[src/rtl/irq_prio_pkg.sv]
package irq_prio_pkg;
  localparam int LVL_W  = 4;
  localparam int DATA_W = 32;
  localparam int PER_W  = DATA_W / LVL_W;

  function automatic int words_for(input int nsrc);
    return (nsrc + PER_W - 1) / PER_W;
  endfunction
endpackage

[src/rtl/irq_prio_regs.sv]
module irq_prio_regs
  import irq_prio_pkg::*;
#(
  parameter int NSRC   = 12,
  parameter int ADDR_W = 3
) (
  input  logic                               clk,
  input  logic                               rst,
  input  logic                               we,
  input  logic [ADDR_W-1:0]                  addr,
  input  logic [DATA_W-1:0]                  wdata,
  output logic [words_for(NSRC)-1:0][DATA_W-1:0] words,
  output logic [NSRC-1:0][LVL_W-1:0]         levels
);
  localparam int NPRW = words_for(NSRC);

  logic [NPRW-1:0][DATA_W-1:0] word_q;

  for (genvar w = 0; w < NPRW; w++) begin : g_word
    always_ff @(posedge clk) begin
      if (rst)
        word_q[w] <= '0;
      else if (we && addr == ADDR_W'(w))
        word_q[w] <= wdata;
    end
  end

  for (genvar i = 0; i < NSRC; i++) begin : g_lvl
    assign levels[i] = word_q[i / PER_W][(i % PER_W) * LVL_W +: LVL_W];
  end

  assign words = word_q;
endmodule

[src/rtl/irq_pend_flags.sv]
module irq_pend_flags #(
  parameter int NSRC = 12
) (
  input  logic            clk,
  input  logic            rst,
  input  logic [NSRC-1:0] req,
  input  logic [NSRC-1:0] clr,
  output logic [NSRC-1:0] pend
);
  always_ff @(posedge clk) begin
    if (rst)
      pend <= '0;
    else
      pend <= (pend | req) & ~clr;
  end
endmodule

[src/rtl/irq_arbiter.sv]
module irq_arbiter
  import irq_prio_pkg::*;
#(
  parameter int NSRC = 12,
  localparam int IDX_W = (NSRC > 1) ? $clog2(NSRC) : 1
) (
  input  logic [NSRC-1:0]            pend,
  input  logic [NSRC-1:0][LVL_W-1:0] levels,
  output logic                       found,
  output logic [IDX_W-1:0]           win_idx,
  output logic [LVL_W-1:0]           win_lvl
);
  always_comb begin
    win_lvl = '0;
    win_idx = '0;
    for (int i = 0; i < NSRC; i++) begin
      if (pend[i] && levels[i] > win_lvl) begin
        win_lvl = levels[i];
        win_idx = IDX_W'(i);
      end
    end
    found = (win_lvl != '0);
  end
endmodule

[src/rtl/irq_prio_ctrl.sv]
module irq_prio_ctrl
  import irq_prio_pkg::*;
#(
  parameter int               NSRC      = 12,
  parameter int               ADDR_W    = 3,
  parameter int               CODE_W    = 16,
  parameter logic [CODE_W-1:0] CODE_BASE = 16'h0200,
  parameter logic [CODE_W-1:0] CODE_STEP = 16'h0020
) (
  input  logic              clk,
  input  logic              rst,
  input  logic [NSRC-1:0]   src_req,
  input  logic [3:0]        cpu_mask,
  input  logic              cpu_ack,
  input  logic              bus_we,
  input  logic [ADDR_W-1:0] bus_addr,
  input  logic [31:0]       bus_wdata,
  output logic [31:0]       bus_rdata,
  output logic              irq_out,
  output logic [3:0]        irq_lvl,
  output logic [CODE_W-1:0] irq_code
);
  localparam int NPRW      = words_for(NSRC);
  localparam int IDX_W     = (NSRC > 1) ? $clog2(NSRC) : 1;
  localparam int FLAG_ADDR = NPRW;
  localparam int EVT_ADDR  = NPRW + 1;

  logic [NPRW-1:0][DATA_W-1:0] words;
  logic [NSRC-1:0][LVL_W-1:0]  levels;
  logic [NSRC-1:0]             pend_q;
  logic [NSRC-1:0]             clr_vec;
  logic                        found;
  logic [IDX_W-1:0]            win_idx;
  logic [LVL_W-1:0]            win_lvl;
  logic [CODE_W-1:0]           evt_q;
  logic [CODE_W-1:0]           code_next;
  logic [DATA_W-1:0]           rd_next;

  assign clr_vec = (bus_we && bus_addr == ADDR_W'(FLAG_ADDR)) ? bus_wdata[NSRC-1:0] : '0;

  irq_prio_regs #(.NSRC(NSRC), .ADDR_W(ADDR_W)) u_regs (
    .clk(clk), .rst(rst), .we(bus_we), .addr(bus_addr), .wdata(bus_wdata),
    .words(words), .levels(levels)
  );

  irq_pend_flags #(.NSRC(NSRC)) u_pend (
    .clk(clk), .rst(rst), .req(src_req), .clr(clr_vec), .pend(pend_q)
  );

  irq_arbiter #(.NSRC(NSRC)) u_arb (
    .pend(pend_q), .levels(levels), .found(found), .win_idx(win_idx), .win_lvl(win_lvl)
  );

  assign code_next = found
    ? CODE_BASE + CODE_W'({{(CODE_W-IDX_W){1'b0}}, win_idx}) * CODE_STEP
    : '0;

  always_ff @(posedge clk) begin
    if (rst) begin
      irq_out  <= 1'b0;
      irq_lvl  <= '0;
      irq_code <= '0;
    end else begin
      irq_out  <= found && (win_lvl > cpu_mask);
      irq_lvl  <= win_lvl;
      irq_code <= code_next;
    end
  end

  always_ff @(posedge clk) begin
    if (rst)
      evt_q <= '0;
    else if (cpu_ack && irq_out)
      evt_q <= irq_code;
  end

  always_comb begin
    rd_next = '0;
    for (int w = 0; w < NPRW; w++)
      if (bus_addr == ADDR_W'(w)) rd_next = words[w];
    if (bus_addr == ADDR_W'(FLAG_ADDR)) rd_next = DATA_W'(pend_q);
    if (bus_addr == ADDR_W'(EVT_ADDR))  rd_next = DATA_W'(evt_q);
  end

  always_ff @(posedge clk) begin
    if (rst) bus_rdata <= '0;
    else     bus_rdata <= rd_next;
  end
endmodule

[config.mk]
export PLATFORM = sky130hd
export DESIGN_NAME = irq_prio_ctrl
export DESIGN_NICKNAME = d
export VERILOG_FILES = /design/src/rtl/irq_prio_pkg.sv /design/src/rtl/irq_prio_regs.sv /design/src/rtl/irq_pend_flags.sv /design/src/rtl/irq_arbiter.sv /design/src/rtl/irq_prio_ctrl.sv
export SDC_FILE = /design/constraint.sdc
export NUM_CORES = 1
export LEC_CHECK = 0
export CORE_ASPECT_RATIO = 0.7
export CORE_MARGIN = 2
export CORE_UTILIZATION = 40
export CTS_BUF_LIST = sky130_fd_sc_hd__clkbuf_16
export DETAILED_ROUTE_END_ITERATION = 8
export PLACE_DENSITY = 0.6
export SETUP_SLACK_MARGIN = 0.1
export SYNTH_ARGS = -nofsm -noshare
export SYNTH_HDL_FRONTEND = slang
export SYNTH_HIERARCHICAL = 1
export SYNTH_SLANG_ARGS = --single-unit
export TNS_END_PERCENT = 20
[constraint.sdc]
create_clock -name clk -period 21.9 [get_ports clk]
set_clock_uncertainty 0.05 [all_clocks]
set_input_delay 5.475 -clock clk [delete_from_list [all_inputs] [get_ports clk]]
set_output_delay 5.475 -clock clk [all_outputs]
set_load 0.05 [all_outputs]
# After elaboration in Yosys (flattened, before gate mapping)
# Cells that the tools add are included.
[word_totals]
reg_bits = 145
mem_count = 0
elab_cells = 79
latchBits = 0
ramBits = 0
romBits = 0
inputBits = 55
out_inout_bits = 53
[op_classes]
eq_ne = 3
n_addsub = 1
n_mux = 28
n_lt_le_gt_ge = 13
shift = 0
bitwise_logic = 4
div_mod_pow = 0
mul = 0
n_reduce_logical = 21
[op_table]
columns = ["operator", "n"]
rows = [
  ["32-bit two-way mux", 2],
  ["4-bit two-way mux", 16],
  ["4-bit > comparator", 12],
  ["16-bit two-way mux", 2],
  ["1-bit logical AND", 17],
  ["12-bit bitwise AND", 1],
  ["12-bit two-way mux", 1],
  ["3-bit two-way mux", 4],
  ["12-bit inverter", 1],
  ["12-bit OR", 1],
  ["10-bit by 9-bit adder with 11-bit output (first input constant)", 1],
  ["3-bit by 2-bit == test with 1-bit output (second input constant)", 2],
  ["4-bit by 1-bit > comparator with 1-bit output (second input constant)", 1],
  ["2-bit two-way mux", 2],
  ["4-bit nonzero test", 1],
  ["3-bit by 1-bit == test with 1-bit output (second input constant)", 1],
  ["3-bit zero test", 1],
  ["3-bit OR reduction", 1],
  ["2-bit OR reduction", 1],
  ["1-bit two-way mux", 1],
  ["1-bit inverter", 1],
]

# Depth between registers and ports, before layout
[logic_depth]
ltp_word = 39
mapped_depth = 94
ltp_nobuf = 93

# Hierarchy
# Netlist, hierarchy kept.
[modules_own_cells]
columns = ["module", "instances", "cells_per_inst", "area_per_inst_um2", "seq_area_each_um2"]
rows = [
  ["irq_prio_regs", 1, 294, 3032.9, 1281.2],
  ["irq_arbiter", 1, 314, 2259.7, 0.0],
  ["irq_prio_ctrl", 1, 210, 1991.9, 940.9],
  ["irq_pend_flags", 1, 37, 412.9, 240.2],
]

# Worst setup path after synthesis
# OpenSTA, ideal clock, no wires.
[synth_timing]
kind = "reg-to-reg"
startpoint = "register u_pend.pend[0]"
endpoint = "register irq_code[5]"
n_path_buf = 1
slack_ps = 4170
setup_time_ps = 115
arrival_ps = 17565
stages_incl_launch_ff = 90
required_ps = 21735
period_less_slack_ps = 17730
cell_sequence = "dfxtp_1 nand2_1 ha_1 a21oi_1 a21oi_1 o21ai_0 inv_1 ha_1 a21o_1 maj3_1 a21oi_1 nor3_1 or2_2 ha_1 and3_1 nand3_1 or3_1 o211ai_2 [54 not listed] nor2b_1 o21ai_0 nand2b_1 a21oi_1 nor2_1 mux2_2 ha_1 nor2b_1 o21a_1 o21a_1 o211ai_1 nand2_1 o22a_1 a222oi_1 nand2b_1 o2111ai_1 nor2b_2 and2_1"
[synth_between]
elab_chain_len = 38
elab_cells_between_ends = 50
cone_classes = "add/sub: 1; order compare: 11; mux: 23; bitwise: 1; reduce/logical: 14"
[synth_lines]
columns = ["element", "line_no", "rtl"]
rows = [
  ["from (decl)", "irq_pend_flags.sv:8", "output logic [NSRC-1:0] pend"],
  ["from (signal assigned)", "irq_pend_flags.sv:14", "pend <= (pend | req) & ~clr;"],
  ["1-bit logical AND (*)", "irq_arbiter.sv:17", "if (pend[i] && levels[i] > win_lvl) begin"],
  ["4-bit two-way mux (*)", "irq_arbiter.sv:17", ""],
  ["4-bit > comparator", "irq_arbiter.sv:17", ""],
  ["1-bit logical AND", "irq_arbiter.sv:17", ""],
  ["4-bit two-way mux (*)", "irq_arbiter.sv:17", ""],
  ["4-bit > comparator", "irq_arbiter.sv:17", ""],
  ["1-bit logical AND", "irq_arbiter.sv:17", ""],
  ["4-bit two-way mux (*)", "irq_arbiter.sv:17", ""],
  ["[23 not listed]", "--", ""],
  ["4-bit two-way mux (*)", "irq_arbiter.sv:17", ""],
  ["4-bit > comparator", "irq_arbiter.sv:17", ""],
  ["1-bit logical AND", "irq_arbiter.sv:17", ""],
  ["4-bit two-way mux (*)", "irq_arbiter.sv:17", ""],
  ["4-bit nonzero test (*)", "irq_arbiter.sv:22", "found = (win_lvl != '0);"],
  ["net found", "irq_prio_ctrl.sv:32", "logic found;"],
  ["1-bit inverter (no line) (*)", "--", ""],
  ["2-bit OR reduction (no line) (*)", "--", ""],
  ["to (signal assigned)", "irq_prio_ctrl.sv:66", "irq_code <= code_next;"],
  ["to (decl)", "irq_prio_ctrl.sv:21", "output logic [CODE_W-1:0] irq_code"],
]
# Mark *: on every way through the listed nets, which the timed path passes. The rest lies on a longest branch.
# A chain may end at the register's enable or synchronous reset.

# Final worst setup path
[layout_timing]
startpoint = "register u_pend.pend[0]"
endpoint = "register irq_code[7]"
# Same word-level chain as after synthesis.

==> results.json <==
{
  "status": "completed",
  "fin_nets": 987,
  "endpoint_kind": "flip-flop",
  "cpMostUsedCell": "ha_1",
  "diodes": 0,
  "grtUsageMet3_pct": 4.551,
  "maxSlewHeadroom_pct": 27.96,
  "fin_setup_tns_ps": 0,
  "critPathLaunchType": "flip-flop",
  "p_per_area_nw_per_um2": 79.00,
  "dp_hpwl_mm": 14.35,
  "grt.busiest_layer": "met1",
  "initial_core_util_pct": 40.80,
  "grt.total_usage_pct": 19.49,
  "final_antenna_net_count": 0,
  "yosysTopAreaCellShare_pct": 31.99,
  "cts_resized": 0,
  "fill_cells": 1771,
  "ys.flop_type": "dfxtp_1",
  "synthArstFlopShare_pct": 0,
  "grt_pass1_wl_mm": 30.61,
  "htreeDepth": 4,
  "pin_count": 108,
  "final_common_cell": "dfxtp_1",
  "grt_pass1_vias": 5522,
  "overflow": 0,
  "area_delta_synth_final_pct": 16.50,
  "worst_pin_slew_ps": 1075,
  "drive_above_1_share_pct": 9.061,
  "period_needed_ps": 19930,
  "most-common-layout-cells": "dfxtp_1, nand2b_1, mux2i_1, clkdlybuf4s50_1, nor2_1",
  "holdBufCountCts": 0,
  "slowest_delay_ps": 510,
  "p_leak_uw": 0.003533,
  "die_area_um2": 20390,
  "finalWeightedCongestion": 0.9110,
  "cts.sinks": 123,
  "synth-edff-count": 0,
  "cts_tree": "yes",
  "hold_viol_final": 0,
  "wire_per_inst_um": 16.92,
  "antenna_found_initial": 0,
  "synth.avg_cell_area_um2": 9.003,
  "clk_latency_ps": 430,
  "io_buffer_count": 96,
  "ys_seq_area_share_pct": 31.99,
  "first_pass_iters": 5,
  "rsz0062_at_grt": "false",
  "cp_data_required_time_ps": 22160,
  "clockBufferDepth": 2,
  "place_area_um2": 8401,
  "cts_buffers": 17,
  "ir_drop_mv": 0.03916,
  "yosysTopAreaCell": "dfxtp_1",
  "path_class": "reg -> reg",
  "synthTopCellsByArea": "dfxtp_1, mux2i_1, nand2b_1",
  "slowest_stage": "a41oi_1",
  "grt_max_degree": 66,
  "vias": 5950,
  "slew_viol_final": 0,
  "hold_path_class": "reg -> reg",
  "routed_wl_mm": 19.41,
  "path_clk_slew_ps": 50,
  "grtUsageMet2_pct": 25.82,
  "cp_max_fo": 9,
  "die_h_um": 120.1,
  "stdcell_area_um2": 8967,
  "drt_iter0_drc": 517,
  "maxCapViolCount": 0,
  "fin_util_pct": 47.53,
  "final-setup-viol-count": 0,
  "synthCells": 855,
  "ys_seq_elements": 123,
  "drc": 0,
  "die_width_um": 169.8,
  "ys_warn_count": 6,
  "fmax_mhz": 50.18,
  "synth_cell_types": 83,
  "period_share_pct": 90.99,
  "row_count": 42,
  "cts_setup_buffers": 0,
  "avgViaCountPerCell": 5.187,
  "core_area_um2": 18870,
  "syn_area_um2": 7697,
  "crit_arrival_ps": 20190,
  "cts_root_buf": "clkbuf_16",
  "grt_util_met1_pct": 30.77
}
==> critical path, delay by kind of cell, from the launching register on <==
| kind | cells | cell delay (ps) |
|---|---|---|
| adder cells (fa/ha/maj) | 12 | 3560 |
| flip-flops | 1 | 390 |
| AO/OA/AOI/OAI | 40 | 9110 |
| buffers and inverters | 5 | 340 |
| multiplexers | 5 | 1810 |
| AND/OR/NAND/NOR | 26 | 4510 |
==> kinds of logic after synthesis <==
group,share of synthesized area [%]
fa+ha+maj,6.632
compound gates,13.85
simple gates,21.96
other cells,0.04872
buf+inv,10.44
xor+xnor,0.5690
flops,31.99
mux,14.52
==> flip-flops by register name, indices dropped and copies added (netlist names) <==
register	cells
irq_code	5
u_regs/levels	48
irq_lvl	4
bus_rdata	32
irq_out	1
evt_q	5
u_pend/pend	12
u_regs/words	16
==> layout make-up <==
cell class                      instances  area, um^2  share of cell area, %
Multi-Input combinational cell        607        4501                  50.19
Inverter                               44       165.2                  1.842
Clock inverter                         15       135.1                  1.507
Clock buffer                           17       425.4                  4.744
Tap cell                              242       302.8                  3.377
Sequential cell                       123        2462                  27.46
Timing Repair Buffer                   99       975.9                  10.88
==> where the power goes <==
part | total (uW) | switching [uW] | internal (uW)
sequential | 246 | 10.5 | 235
combinational | 193 | 112 | 80.7
clock | 270 | 105 | 165
total | 708 | 228 | 481
==> routing by layer <==
| metal | wire length, um | up-vias |
|---|---|---|
| met5 | 0 | - |
| met4 | 211 | 0 |
| met1 | 10740 | 2784 |
| met2 | 7348 | 159 |
| li1 | - | 2991 |
| met3 | 1114 | 16 |
==> Yosys cell counts (12+ instances only) <==
cell      instances
dfxtp_1         123
nand2b_1        102
mux2i_1          94
buf_4            64
nor2_1           50
inv_1            42
nand2_1          41
ha_1             40
a21oi_1          39
and2_1           24
o21ai_0          17
nand3_1          14
mux2_2           13
clkbuf_1         12
==> path summary, 6_finish.rpt <==
kind	from	endpoint	slack [ps]	cells after the start
setup / recovery	u_pend/pend[0]	irq_code[7]	1970	88
hold / removal	evt_q[9]	evt_q[9]	400	2
setup reg to reg	u_pend/pend[0]	irq_code[7]	1970	88
hold reg to reg	evt_q[9]	evt_q[9]	400	2
==> through the flow <==
stage | hold WS [ps] | std cells | power [uW] | setup slack [ps]
2_1_floorplan | 386.0 | 865 | 389.7 | 4170
3_3_place_gp | 395.4 | 1115 | 441.9 | 2437
3_5_place_dp | 398.9 | 1115 | 440.8 | 1973
4_1_cts | 406.2 | 1147 | 711.1 | 1922
5_1_grt | 427.5 | 1147 | 741.7 | 263.4
6_report | 403.9 | 1147 | 708.4 | 1974
No activity file was read; power rests on OpenSTA's default activity.
